--- config.mk ---
export PLATFORM = sky130hd
export DESIGN_NAME = smbus_target_decoder
export DESIGN_NICKNAME = d
export VERILOG_FILES = /design/src/rtl/smbus_target_decoder.sv
export SDC_FILE = /design/constraint.sdc
export NUM_CORES = 1
export LEC_CHECK = 0
export ABC_AREA = 1
export BUFFER_PORTS_ARGS = -buffer_cell sky130_fd_sc_hd__buf_2
export CAP_MARGIN = 20
export CELL_PAD_IN_SITES_DETAIL_PLACEMENT = 0
export CELL_PAD_IN_SITES_GLOBAL_PLACEMENT = 1
export CORE_MARGIN = 5
export CORE_UTILIZATION = 38
export DETAILED_ROUTE_END_ITERATION = 6
export GPL_TIMING_DRIVEN = 0
export PLACE_DENSITY = 0.95
export SLEW_MARGIN = 20
export SYNTH_ARGS = -nofsm -noshare
export SYNTH_HDL_FRONTEND = slang
export SYNTH_SLANG_ARGS = --single-unit
--- constraint.sdc ---
create_clock -name clk -period 4.8 [get_ports clk]
set_input_delay 0.48 -clock clk [delete_from_list [all_inputs] [get_ports clk]]
set_output_delay 0.48 -clock clk [all_outputs]
set_load 0.005 [all_outputs]
--- src/rtl/smbus_target_decoder.sv ---
module smbus_target_decoder #(
  parameter int MAX_BYTES = 34,
  parameter int CW = $clog2(MAX_BYTES + 1)
) (
  input  logic          clk,
  input  logic          rst_n,
  input  logic          start_wr,
  input  logic          start_rd,
  input  logic          stop,
  input  logic          nack,
  input  logic          wr_vld,
  input  logic [7:0]    wr_byte,
  input  logic          rd_req,
  output logic [7:0]    rd_byte,
  output logic          rd_vld,
  output logic          quick_stb,
  output logic          quick_rd,
  output logic          send_stb,
  output logic [7:0]    send_data,
  output logic          write_stb,
  output logic [7:0]    write_cmd,
  output logic [CW-1:0] write_off,
  output logic [7:0]    write_data,
  output logic          recv_req,
  output logic          read_req,
  output logic [7:0]    read_cmd,
  output logic [CW-1:0] read_off,
  input  logic [7:0]    be_rdata,
  output logic          confused,
  output logic          overflow,
  output logic          stop_err
);

  typedef enum logic [2:0] {S_IDLE, S_WRITE, S_RECV, S_READ, S_DONE, S_CONF} st_t;

  st_t          st;
  logic [CW-1:0] cnt;
  logic [7:0]   cmd;

  wire any_start = start_wr | start_rd;
  wire rd_go     = rd_req & ~(stop | any_start | nack);
  wire wr_go     = wr_vld & ~(stop | any_start | nack | rd_req) & (st == S_WRITE);

  assign recv_req = rd_go & (st == S_RECV);
  assign read_req = rd_go & (st == S_READ);
  assign read_cmd = cmd;
  assign read_off = cnt;
  assign write_cmd = cmd;
  assign confused = (st == S_CONF);

  always_ff @(posedge clk) begin
    if (!rst_n) begin
      st <= S_IDLE;
      cnt <= '0;
      cmd <= '0;
      rd_byte <= '0;
      rd_vld <= 1'b0;
      quick_stb <= 1'b0;
      quick_rd <= 1'b0;
      send_stb <= 1'b0;
      send_data <= '0;
      write_stb <= 1'b0;
      write_off <= '0;
      write_data <= '0;
      overflow <= 1'b0;
      stop_err <= 1'b0;
    end else begin
      rd_vld <= 1'b0;
      quick_stb <= 1'b0;
      send_stb <= 1'b0;
      write_stb <= 1'b0;
      stop_err <= 1'b0;
      if (stop) begin
        case (st)
          S_WRITE:
            if (cnt == '0) begin
              quick_stb <= 1'b1;
              quick_rd <= 1'b0;
            end else if (cnt == CW'(1)) begin
              send_stb <= 1'b1;
              send_data <= cmd;
            end
          S_RECV: begin
            quick_stb <= 1'b1;
            quick_rd <= 1'b1;
          end
          S_READ: stop_err <= 1'b1;
          default: ;
        endcase
        st <= S_IDLE;
        cnt <= '0;
        overflow <= 1'b0;
      end else if (any_start) begin
        if (st == S_IDLE)
          st <= start_wr ? S_WRITE : S_RECV;
        else if (!start_wr && st == S_WRITE && cnt != '0) begin
          st <= S_READ;
          cnt <= '0;
        end else
          st <= S_CONF;
      end else if (nack) begin
        if (st == S_READ)
          st <= S_DONE;
        else if (st != S_DONE)
          st <= S_CONF;
      end else if (rd_go) begin
        rd_vld <= 1'b1;
        case (st)
          S_RECV: begin
            rd_byte <= be_rdata;
            st <= S_DONE;
          end
          S_READ: begin
            rd_byte <= be_rdata;
            cnt <= cnt + CW'(1);
          end
          default: begin
            rd_byte <= '0;
            st <= S_CONF;
          end
        endcase
      end else if (wr_go) begin
        if (cnt == CW'(MAX_BYTES))
          overflow <= 1'b1;
        else begin
          cnt <= cnt + CW'(1);
          if (cnt == '0)
            cmd <= wr_byte;
          else begin
            write_stb <= 1'b1;
            write_off <= cnt - CW'(1);
            write_data <= wr_byte;
          end
        end
      end
    end
  end


  quick_src_chk: assert property (@(posedge clk) disable iff (!rst_n)
    quick_stb |-> $past(stop));


  write_src_chk: assert property (@(posedge clk) disable iff (!rst_n)
    write_stb |-> ($past(wr_vld) && !overflow));


  rd_src_chk: assert property (@(posedge clk) disable iff (!rst_n)
    rd_vld |-> $past(rd_req));


  stop_clear_chk: assert property (@(posedge clk) disable iff (!rst_n)
    stop |=> (!confused && !overflow));


  ovf_hold_chk: assert property (@(posedge clk) disable iff (!rst_n)
    (overflow && !stop) |=> overflow);


  one_result_chk: assert property (@(posedge clk) disable iff (!rst_n)
    $onehot0({quick_stb, send_stb, write_stb, stop_err, rd_vld}));

endmodule

## Word-level counts from Yosys, hierarchy flattened

Index checks and enable logic that the tools add are counted.

- Word-level logic and storage cells: 100
- Bits in latches: 0
- Flip-flop bits (word level): 54
- Output and inout port bits: 62
- ROM bits: 0
- RAM bits: 0
- Memories kept: 0

- Multiplexer cells: 26
- Reductions and logical operators: 23
- Order comparisons: 0
- Add/sub/neg operators: 2
- Div/mod/pow operators: 0
- Multiply operators: 0
- Shifts and indexed selects: 0
- Equal/unequal tests: 15
- Bitwise operators: 20

Operator list:

| operator | count |
|---|---|
| 2-to-1 mux 6 bit | 8 |
| 2-to-1 mux 3 bit | 7 |
| AND reduction 7 bit | 2 |
| NOT 1 bit | 11 |
| != test 3 bit, second input constant | 3 |
| 2-to-1 mux 8 bit | 1 |
| AND reduction 4 bit | 2 |
| OR reduction 4 bit | 2 |
| OR reduction 7 bit | 1 |
| adder 6 x 1 -> 6 bit, second input constant | 1 |
| equality test 3 x 2 -> 1 bit, second input constant | 2 |
| equality test 6 x 1 -> 1 bit, second input constant | 1 |
| equality test 6 bit, second input constant | 1 |
| logical NOT 6 bit | 1 |
| 2-to-1 mux 1 bit | 6 |
| != test 2 x 1 -> 1 bit, second input constant | 3 |
| one-hot mux 3 bit (2 select lines) | 1 |
| AND reduction 3 bit | 2 |
| AND reduction 6 bit | 1 |
| nonzero test 3 bit | 2 |
| nonzero test 6 bit | 1 |
| subtractor 6 x 1 -> 6 bit, second input constant | 1 |
| bitwise AND 1 bit | 5 |
| AND reduction 5 bit | 1 |
| other kinds (14) | 20 |

## Logic depth before layout (Yosys ltp)

Gate-level depths: netlist of run 1.

- Depth after elaboration: 11
- Depth in mapped cells: 11
- Mapped depth without buffers: 11

## Worst setup path before layout of run 1

OpenSTA, ideal clock, no wires.

- Path kind: input-to-output
- From: input start_wr
- To: output read_req
- Cell stages on the path: 6
- Data arrival time: 1.141 ns
- Setup slack: 3.179 ns
- Data required time: 4.320 ns
- Cells stage by stage: nor2_4 nand2_2 inv_1 nand2_1 clkbuf_1 nor2_1

- Word-level cells in the longest chain between the ends: 6

RTL lines:

| element | line | text |
|---|---|---|
| from (decl) | 7 | `input logic start_wr,` |
| bitwise OR 1 bit | 40 | `wire any_start = start_wr \| start_rd;` |
| bitwise OR 1 bit (2 in a row) | 41 | `wire rd_go = rd_req & ~(stop \| any_start \| nack);` |
| NOT 1 bit | 41 |  |
| bitwise AND 1 bit | 41 |  |
| bitwise AND 1 bit | 45 | `assign read_req = rd_go & (st == S_READ);` |
| to (decl) | 25 | `output logic read_req,` |

No other way between the ends.

## Worst setup path after layout of run 1

- From: register cnt[0] (netlist: read_off[0])
- To: register send_data[2]

- Word-level cells in the longest chain between the ends: 3

RTL lines:

| element | line | text |
|---|---|---|
| from (decl) | 37 | `logic [CW-1:0] cnt;` |
| from (signal assigned) | 115 | `cnt <= cnt + CW'(1);` |
| from (signal assigned) | 126 | `cnt <= cnt + CW'(1);` |
| logical NOT 6 bit | 76 | `if (cnt == '0) begin` |
| NOT 1 bit (no source line) | -- |  |
| AND reduction 4 bit (no source line) * | -- |  |
| to (signal assigned) | 81 | `send_data <= cmd;` |
| to (decl) | 19 | `output logic [7:0] send_data,` |

Mark *: on every way between the ends. The rest lies on a longest branch, timed or not.
A chain may end at the register's enable or synchronous reset.

==> results of run 1 <==
registers in the layout, indices dropped and copies added, names as in the netlist:
register	cells
overflow	1
quick_rd	1
quick_stb	1
rd_byte	8
rd_vld	1
read_cmd	8
read_off	6
send_data	8
send_stb	1
st	3
stop_err	1
write_data	8
write_off	6
write_stb	1
power groups by stage:
stage               logic (W)  clock network, W  registers [W]
floorplan           0.0000422                 0       0.000465
global placement    0.0000672                 0       0.000466
detailed placement  0.0000674                 0       0.000466
CTS                 0.0000678          0.000323       0.000456
global route        0.0000760          0.000340       0.000456
finish              0.0000676          0.000316       0.000456
stage by stage:
step	cell area [sq um]	total power (W)
floorplan	2500	0.000507
CTS	3140	0.000846
detailed placement	3020	0.000533
global placement	3020	0.000533
finish	3140	0.000839
global route	3140	0.000872
critical path: stages, from the launching register on:
cell	delay, ns
dfxtp_1	0.54
inv_1	0.19
ha_1	0.31
nor4_1	0.31
nand2_1	0.28
inv_2	0.21
nor2_1	0.05
nor2_1	0.11
layer usage:
metal | part of all wire, % | routed length (microns) | global-route usage, % | vias to the layer above
met1 | 46 | 3030 | 20.2 | 1099
li1 | - | - | - | 1267
met5 | 0 | 0 | 0 | -
met2 | 45 | 2930 | 24.8 | 77
met4 | 1.4 | 91 | 4.16 | 0
met3 | 7.3 | 475 | 4.13 | 9
area by class of cell:
cell class	instances	area, sq um
buffer	18	129
clock buffer	5	68.8
inverter	29	109
tap	77	96.3
multi-input combinational	231	1180
sequential	54	1080
fill	660	3250
clock inverter	3	47.5
timing repair buffer	85	425
final timing paths:
| kind | cells past startpoint | endpoint | slack [ns] |
|---|---|---|---|
| min | 3 | rd_byte[1] | 0.38 |
| max | 7 | send_data[2] | 2.75 |
| max reg2reg | 7 | send_data[2] | 2.75 |
| min reg2reg | 2 | rd_byte[4] | 0.48 |
kinds of logic (layout without fill, tap and decap cells):
family | after synthesis | in the layout | synth area share [%]
and+or+nand+nor | 168 | 168 | 32.4
AOI/OAI and AO/OA | 54 | 54 | 11.2
DFF | 54 | 54 | 43.2
buffers and inverters | 47 | 140 | 9.50
xor gates and xnor gates | 5 | 5 | 1.75
adders and majority gates | 4 | 4 | 2.00
cell usage in the layout (no fill, tap or decap):
cell / netlist / layout
bufinv_16: 0 / 1
clkinv_4: 0 / 1
buf_4: 8 / 8
ha_1: 4 / 4
nor3_4: 1 / 1
nand3_1: 27 / 27
nor2b_1: 1 / 1
inv_6: 0 / 1
a21oi_2: 1 / 1
buf_1: 1 / 1
clkbuf_8: 0 / 5
nor4_1: 1 / 1
a31oi_1: 2 / 2
inv_1: 20 / 20
clkbuf_1: 4 / 4
xnor2_1: 2 / 2
a21oi_1: 18 / 18
nor2_1: 56 / 56
nand4_1: 12 / 12
buf_2: 1 / 86
nor2_4: 7 / 7
nand2_1: 48 / 48
buf_6: 4 / 4
nand3_2: 4 / 4
nand2_2: 4 / 4
o21bai_1: 1 / 1
o21ai_1: 18 / 18
nor3_1: 6 / 6
o21ai_0: 14 / 14
nor2_2: 1 / 1
inv_2: 9 / 9
dfxtp_1: 54 / 54
xor2_1: 3 / 3
==> summary.md, run 1 <==
| Metric | Value |
|---|---|
| Number of global-route vias before repair | `2326` |
| Max-slew headroom | `69.2%` |
| Hold path startpoint | `be_rdata[1]` |
| # diodes | `0` |
| Endpoint class of the critical path | `flop` |
| Seq/Total Area, Yosys | `43.2%` |
| Worst-Margin Slew | `0.460 ns` |
| H-tree levels | `2` |
| Initial antenna violation count | `0` |
| Hold Path Class | `input pin to flop` |
| Clk_lat worst skew | `0.32 ns` |
| GRT Residual Overflow | `0` |
| Count leader, synth | `nor2_1` |
| Mean routed wirelength per cell | `13.0 microns` |
| Residual DRC count | `0` |
| Peak supply drop | `0.000141 V` |
| Worst slack, placed | `2.77 ns` |
| Synth top cells by count | `56 x nor2_1, 54 x dfxtp_1, 48 x nand2_1` |
| Post-Layout Cell Count | `502` |
| Tcrit/Tclk final | `42.8%` |
| Launch point of the worst path | `read_off[0]` |
| Setup violations, final | `0` |
| DR vias/cell | `4.88` |
| Final clock skew | `0.0119 ns` |
| Yosys reg bits | `54` |
| Port bufs | `85` |
| DP Wirelength | `5160 microns` |
| Sink Count | `54` |
| Starting Density | `39.2%` |
| Area leader, netlist | `dfxtp_1` |
| Post-synth EDFFs | `0` |
| First-pass GRT wire length | `10800 microns` |
| Min Hold Slack | `0.377 ns` |
| Switching pwr | `0.000206 W` |
| Pre-antenna DRT Iters | `4` |
| 1st-iter DRT viols | `74` |
| Comb pwr share | `8.1%` |
| CP Max Fanout | `10` |
| CP Data Arrival Time | `2.31 ns` |
| CTS hold repair buffers | `0` |
| CTS tree | `yes` |
| Die height | `91.1 microns` |
| Reg clk slew, reported paths | `0.11 ns` |
| Nets@finish | `452` |
| Fin. max-slew vios | `0` |
| Pin count of the biggest net entering global routing | `19` |
| Final hold vios | `0` |
| Synth top area cells | `dfxtp_1 43%, nor2_1 8.4%, nand2_1 7.2%` |
| Core area | `6390 sq um` |
| Synthesized area | `2500 sq um` |
| CTS buffer count | `5` |
| PD cells | `267 nW/um^2` |
| Clock Root Buffer | `clkbuf_8` |
| Fraction of layout cells with a size suffix above 1 | `31.3%` |
| Tmin final | `2.05 ns` |
| Top-Level Pins | `86` |
| Die ar. | `8300 sq um` |
| Clock Tree Buf Depth | `2` |
| Worst Setup Start Kind | `flop` |
| TNS Setup | `0 ns` |
| Sw frac | `24.6%` |
| Synthesized instance count | `332` |
| Area Growth Syn to Fin | `25.5%` |
| Clock Power Share | `37.6%` |
| Async SR Flop Fraction | `0%` |
| Vias | `2452` |
| RSZ-0062 raised after global routing | `no` |
| Final core utilization | `49.2%` |
| Status | `complete, no violations` |
| Setup Buffers After CTS | `0` |
| Crit Path Class | `flop to flop` |
| Lkg Pwr | `1.56 nW` |
| Syn Nets | `360` |
| Synth warn | `0` |
| CTS resizes | `0` |
| PnR worst setup slack | `2.75 ns` |
| F_max | `487 MHz` |
| Std cell rows | `29` |
| Cells after DPL | `494` |
| Yosys top cell area share | `43.2%` |
| Part of the power in registers | `54.3%` |
| Remaining antenna violation count | `0` |
| Final GP Congestion | `0.818` |
| Main synth FF type | `dfxtp_1` |
| Die span in x | `91.1 microns` |
| Cell-internal power | `0.000633 W` |
| Routed WL | `6530 microns` |
| Critical path required time | `5.06 ns` |
| All-Layer GR Usage | `15.3%` |
| Number of max-cap violations | `0` |
| RR Startpoint | `read_off[0]` |
| Synthesized area per cell | `7.53 sq um` |
| Post-synthesis cell type count | `29` |
Note: power is estimated with default switching activity, not from simulation.
==> run 2: changes to the inputs <==
--- a/config.mk
+++ b/config.mk
@@ -5,16 +5,16 @@
 export SDC_FILE = /design/constraint.sdc
 export NUM_CORES = 1
 export LEC_CHECK = 0
-export ABC_AREA = 1
+export ABC_AREA = 0
 export BUFFER_PORTS_ARGS = -buffer_cell sky130_fd_sc_hd__buf_2
 export CAP_MARGIN = 20
 export CELL_PAD_IN_SITES_DETAIL_PLACEMENT = 0
 export CELL_PAD_IN_SITES_GLOBAL_PLACEMENT = 1
 export CORE_MARGIN = 5
-export CORE_UTILIZATION = 38
+export CORE_UTILIZATION = 33
 export DETAILED_ROUTE_END_ITERATION = 6
 export GPL_TIMING_DRIVEN = 0
-export PLACE_DENSITY = 0.95
+export PLACE_DENSITY = 0.87
 export SLEW_MARGIN = 20
 export SYNTH_ARGS = -nofsm -noshare
 export SYNTH_HDL_FRONTEND = slang
==> constraint.sdc (replaced) <==
create_clock -name clk -period 1.8 [get_ports clk]
set_input_delay 0.18 -clock clk [delete_from_list [all_inputs] [get_ports clk]]
set_output_delay 0.18 -clock clk [all_outputs]
set_load 0.005 [all_outputs]
==> run 2 against run 1 <==
Against the previous run: via count shrank 4.1%; worst hold slack lost 0.26 ns; global-route usage shrank 0.94 points; area after synthesis grew 0.40%; critical path depth shrank 1; count of clock-buffer cells in the layout is the same; die area grew 14%; synthesized cell count shrank 14%; sequential share of layout area shrank 1.8 points; final cell count shrank 3.4%; combinational power grew 140%.
==> summary.md, run 2 <==
| Metric | Value |
|---|---|
| Status | `complete, no violations` |
| Most frequent cells in the layout | `86 x buf_2, 49 x dfxtp_1, 42 x nand2_1, 31 x nor2_1, 24 x a21oi_1` |
| Die ar. | `9450 sq um` |
| Synth top area cells | `dfxtp_1 43%, mux2i_1 7.2%, nand2_1 6.3%` |
| Lkg Pwr | `1.55 nW` |
| Synthesized area | `2510 sq um` |
| Std cell rows | `31` |
| Count leader, synth | `dfxtp_1` |
| First-pass GRT wire length | `11300 microns` |
| Top-Level Pins | `86` |
| DP Wirelength | `4990 microns` |
| Area post-placement | `3060 sq um` |
| DR vias/cell | `4.85` |
| Commonest non-fill, non-tap cell in the layout | `buf_2` |
| Sink Count | `54` |
| Clk_lat worst skew | `0.31 ns` |
| Vias | `2352` |
| Residual DRC count | `0` |
| Final core utilization | `45.6%` |
| Die height | `97.2 microns` |
| Final GP Congestion | `0.856` |
| Pin count of the biggest net entering global routing | `19` |
| Routed WL | `6890 microns` |
| Clock Tree Buf Depth | `2` |
| Final instance area | `3340 sq um` |
| Post-synthesis cell type count | `51` |
| Reg clk slew, reported paths | `0.10 ns` |
| Main synth FF type | `dfxtp_1` |
| F_max | `571 MHz` |
| GRT Residual Overflow | `0` |
| TNS Setup | `0 ns` |
| Setup violations, final | `0` |
| Syn Nets | `315` |
| Area Growth Syn to Fin | `33.2%` |
| Fin. max-slew vios | `0` |
| H-tree levels | `2` |
| Worst slack, placed | `-0.417 ns` |
| Remaining antenna violation count | `0` |
| Async SR Flop Fraction | `0%` |
| Starting Density | `34.3%` |
| Yosys top cell area share | `43.0%` |
| Synth warn | `0` |
| CTS buffer count | `5` |
| CP Data Arrival Time | `1.57 ns` |
| 1st-iter DRT viols | `65` |
| Crit Path Class | `input pin to output port` |
| Pre-antenna DRT Iters | `4` |
| Post-Layout Cell Count | `485` |
| Filler cells | `736` |
| Worst-Margin Slew | `0.613 ns` |
| All-Layer GR Usage | `14.4%` |
| Cells after DPL | `471` |
| PD cells | `661 nW/um^2` |
| Endpoint class of the critical path | `output port` |
| Die span in x | `97.2 microns` |
| CTS tree | `yes` |
| Mean routed wirelength per cell | `14.2 microns` |
| Tmin final | `1.75 ns` |
| Port bufs | `85` |
| Hold Path Class | `input pin to flop` |
| Initial antenna violation count | `0` |
| Synthesized instance count | `287` |
| Core area | `7330 sq um` |
| Number of max-cap violations | `0` |
| Peak supply drop | `0.000358 V` |
| # diodes | `0` |
| Nets@finish | `413` |
| Synthesized area per cell | `8.75 sq um` |
| CP Max Fanout | `9` |
| Clock Root Buffer | `clkbuf_8` |
| Critical path required time | `1.62 ns` |
| Yosys reg bits | `54` |
| Max-slew headroom | `59.0%` |
| Synth top cells by count | `54 x dfxtp_1, 42 x nand2_1, 31 x nor2_1` |
| Final hold vios | `0` |
| Tcrit/Tclk final | `97.2%` |
| Seq/Total Area, Yosys | `43.0%` |
| Number of global-route vias before repair | `2291` |
| Final clock skew | `0.00837 ns` |
| RSZ-0062 raised after global routing | `yes` |
| CTS hold repair buffers | `0` |
| Area leader, netlist | `dfxtp_1` |
| Post-synth EDFFs | `0` |
| Worst Setup Start Kind | `input pin` |
| Fraction of layout cells with a size suffix above 1 | `37.6%` |
| PnR worst setup slack | `0.0496 ns` |
==> run 2: cell types whose count changed in the layout (fill, tap and decap cells not counted), moves of 5 or more <==
cell	change
o21ai_0	-5
buf_4	+10
nor2_4	-6
nand3_1	-14
nand2_1	-6
o21ai_1	-17
mux2i_1	+18
nand4_1	-10
inv_2	-9
a21oi_1	+6
dfxtp_1	-5
inv_1	-14
nor2_1	-25
==> run 2: layout make-up <==
type	count	area, sq um	area share (%)
sequential	54	1090	32.7
clock inverter	3	48.8	1.46
multi-input combinational	202	1340	40.2
timing repair buffer	93	485	14.5
inverter	7	26.3	0.786
buffer	22	155	4.64
tap	99	124	3.70
clock buffer	5	68.8	2.06
==> run 2: report_power, final <==
part / switching, W / leakage [nW] / internal [W]
clock network: 0.000423 / 0.0563 / 0.000424
logic: 0.000103 / 1.06 / 0.0000613
registers: 0.00000393 / 0.438 / 0.00120
total: 0.000530 / 1.55 / 0.00168
==> run 2: metrics by stage <==
step / hold slack (ns) / total power (W)
floorplan: 0.318 / 0.00131
finish: 0.113 / 0.00221
global route: 0.108 / 0.00231
global placement: 0.434 / 0.00137
detailed placement: 0.437 / 0.00138
CTS: 0.105 / 0.00223
==> run 2: per-layer routing <==
metal,up-vias,GRT usage (%),part of all wire [%]
li1,1193,-,-
met4,0,5.11,1.1
met3,7,3.73,5.5
met2,69,23.1,46
met5,-,0,0
met1,1083,18.7,48
==> run 2: final timing paths <==
| check | cells after the start | slack (ns) | startpoint | to |
|---|---|---|---|---|
| setup / recovery | 6 | 0.05 | stop | recv_req |
| hold / removal | 3 | 0.11 | wr_byte[3] | read_cmd[3] |
| setup reg to reg | 7 | 0.12 | read_off[1] | write_off[5] |
| hold reg to reg | 2 | 0.45 | write_off[3] | write_off[3] |
==> run 2: cells by family after synthesis <==
logic type	synth area share, %
AND/OR/NAND/NOR	24.4
AO/OA/AOI/OAI	15.3
flip-flops	43.0
buffers and inverters	6.68
multiplexers	7.17
XOR/XNOR	1.40
adder cells (fa/ha/maj)	1.99
==> run 2: critical path: stages <==
cell and delay, ns:
buf_2 0.15, or4_1 0.54, buf_6 0.17, nor2_4 0.22, and3_1 0.19, buf_2 0.11
==> run 2: repair_timing <==
| action | CTS | global route |
|---|---|---|
| gates resized for setup | 18 | 16 |
| pin swaps | 5 | 6 |
| setup buffers | 4 | 4 |
| endpoints found under the setup margin | 30 | 30 |
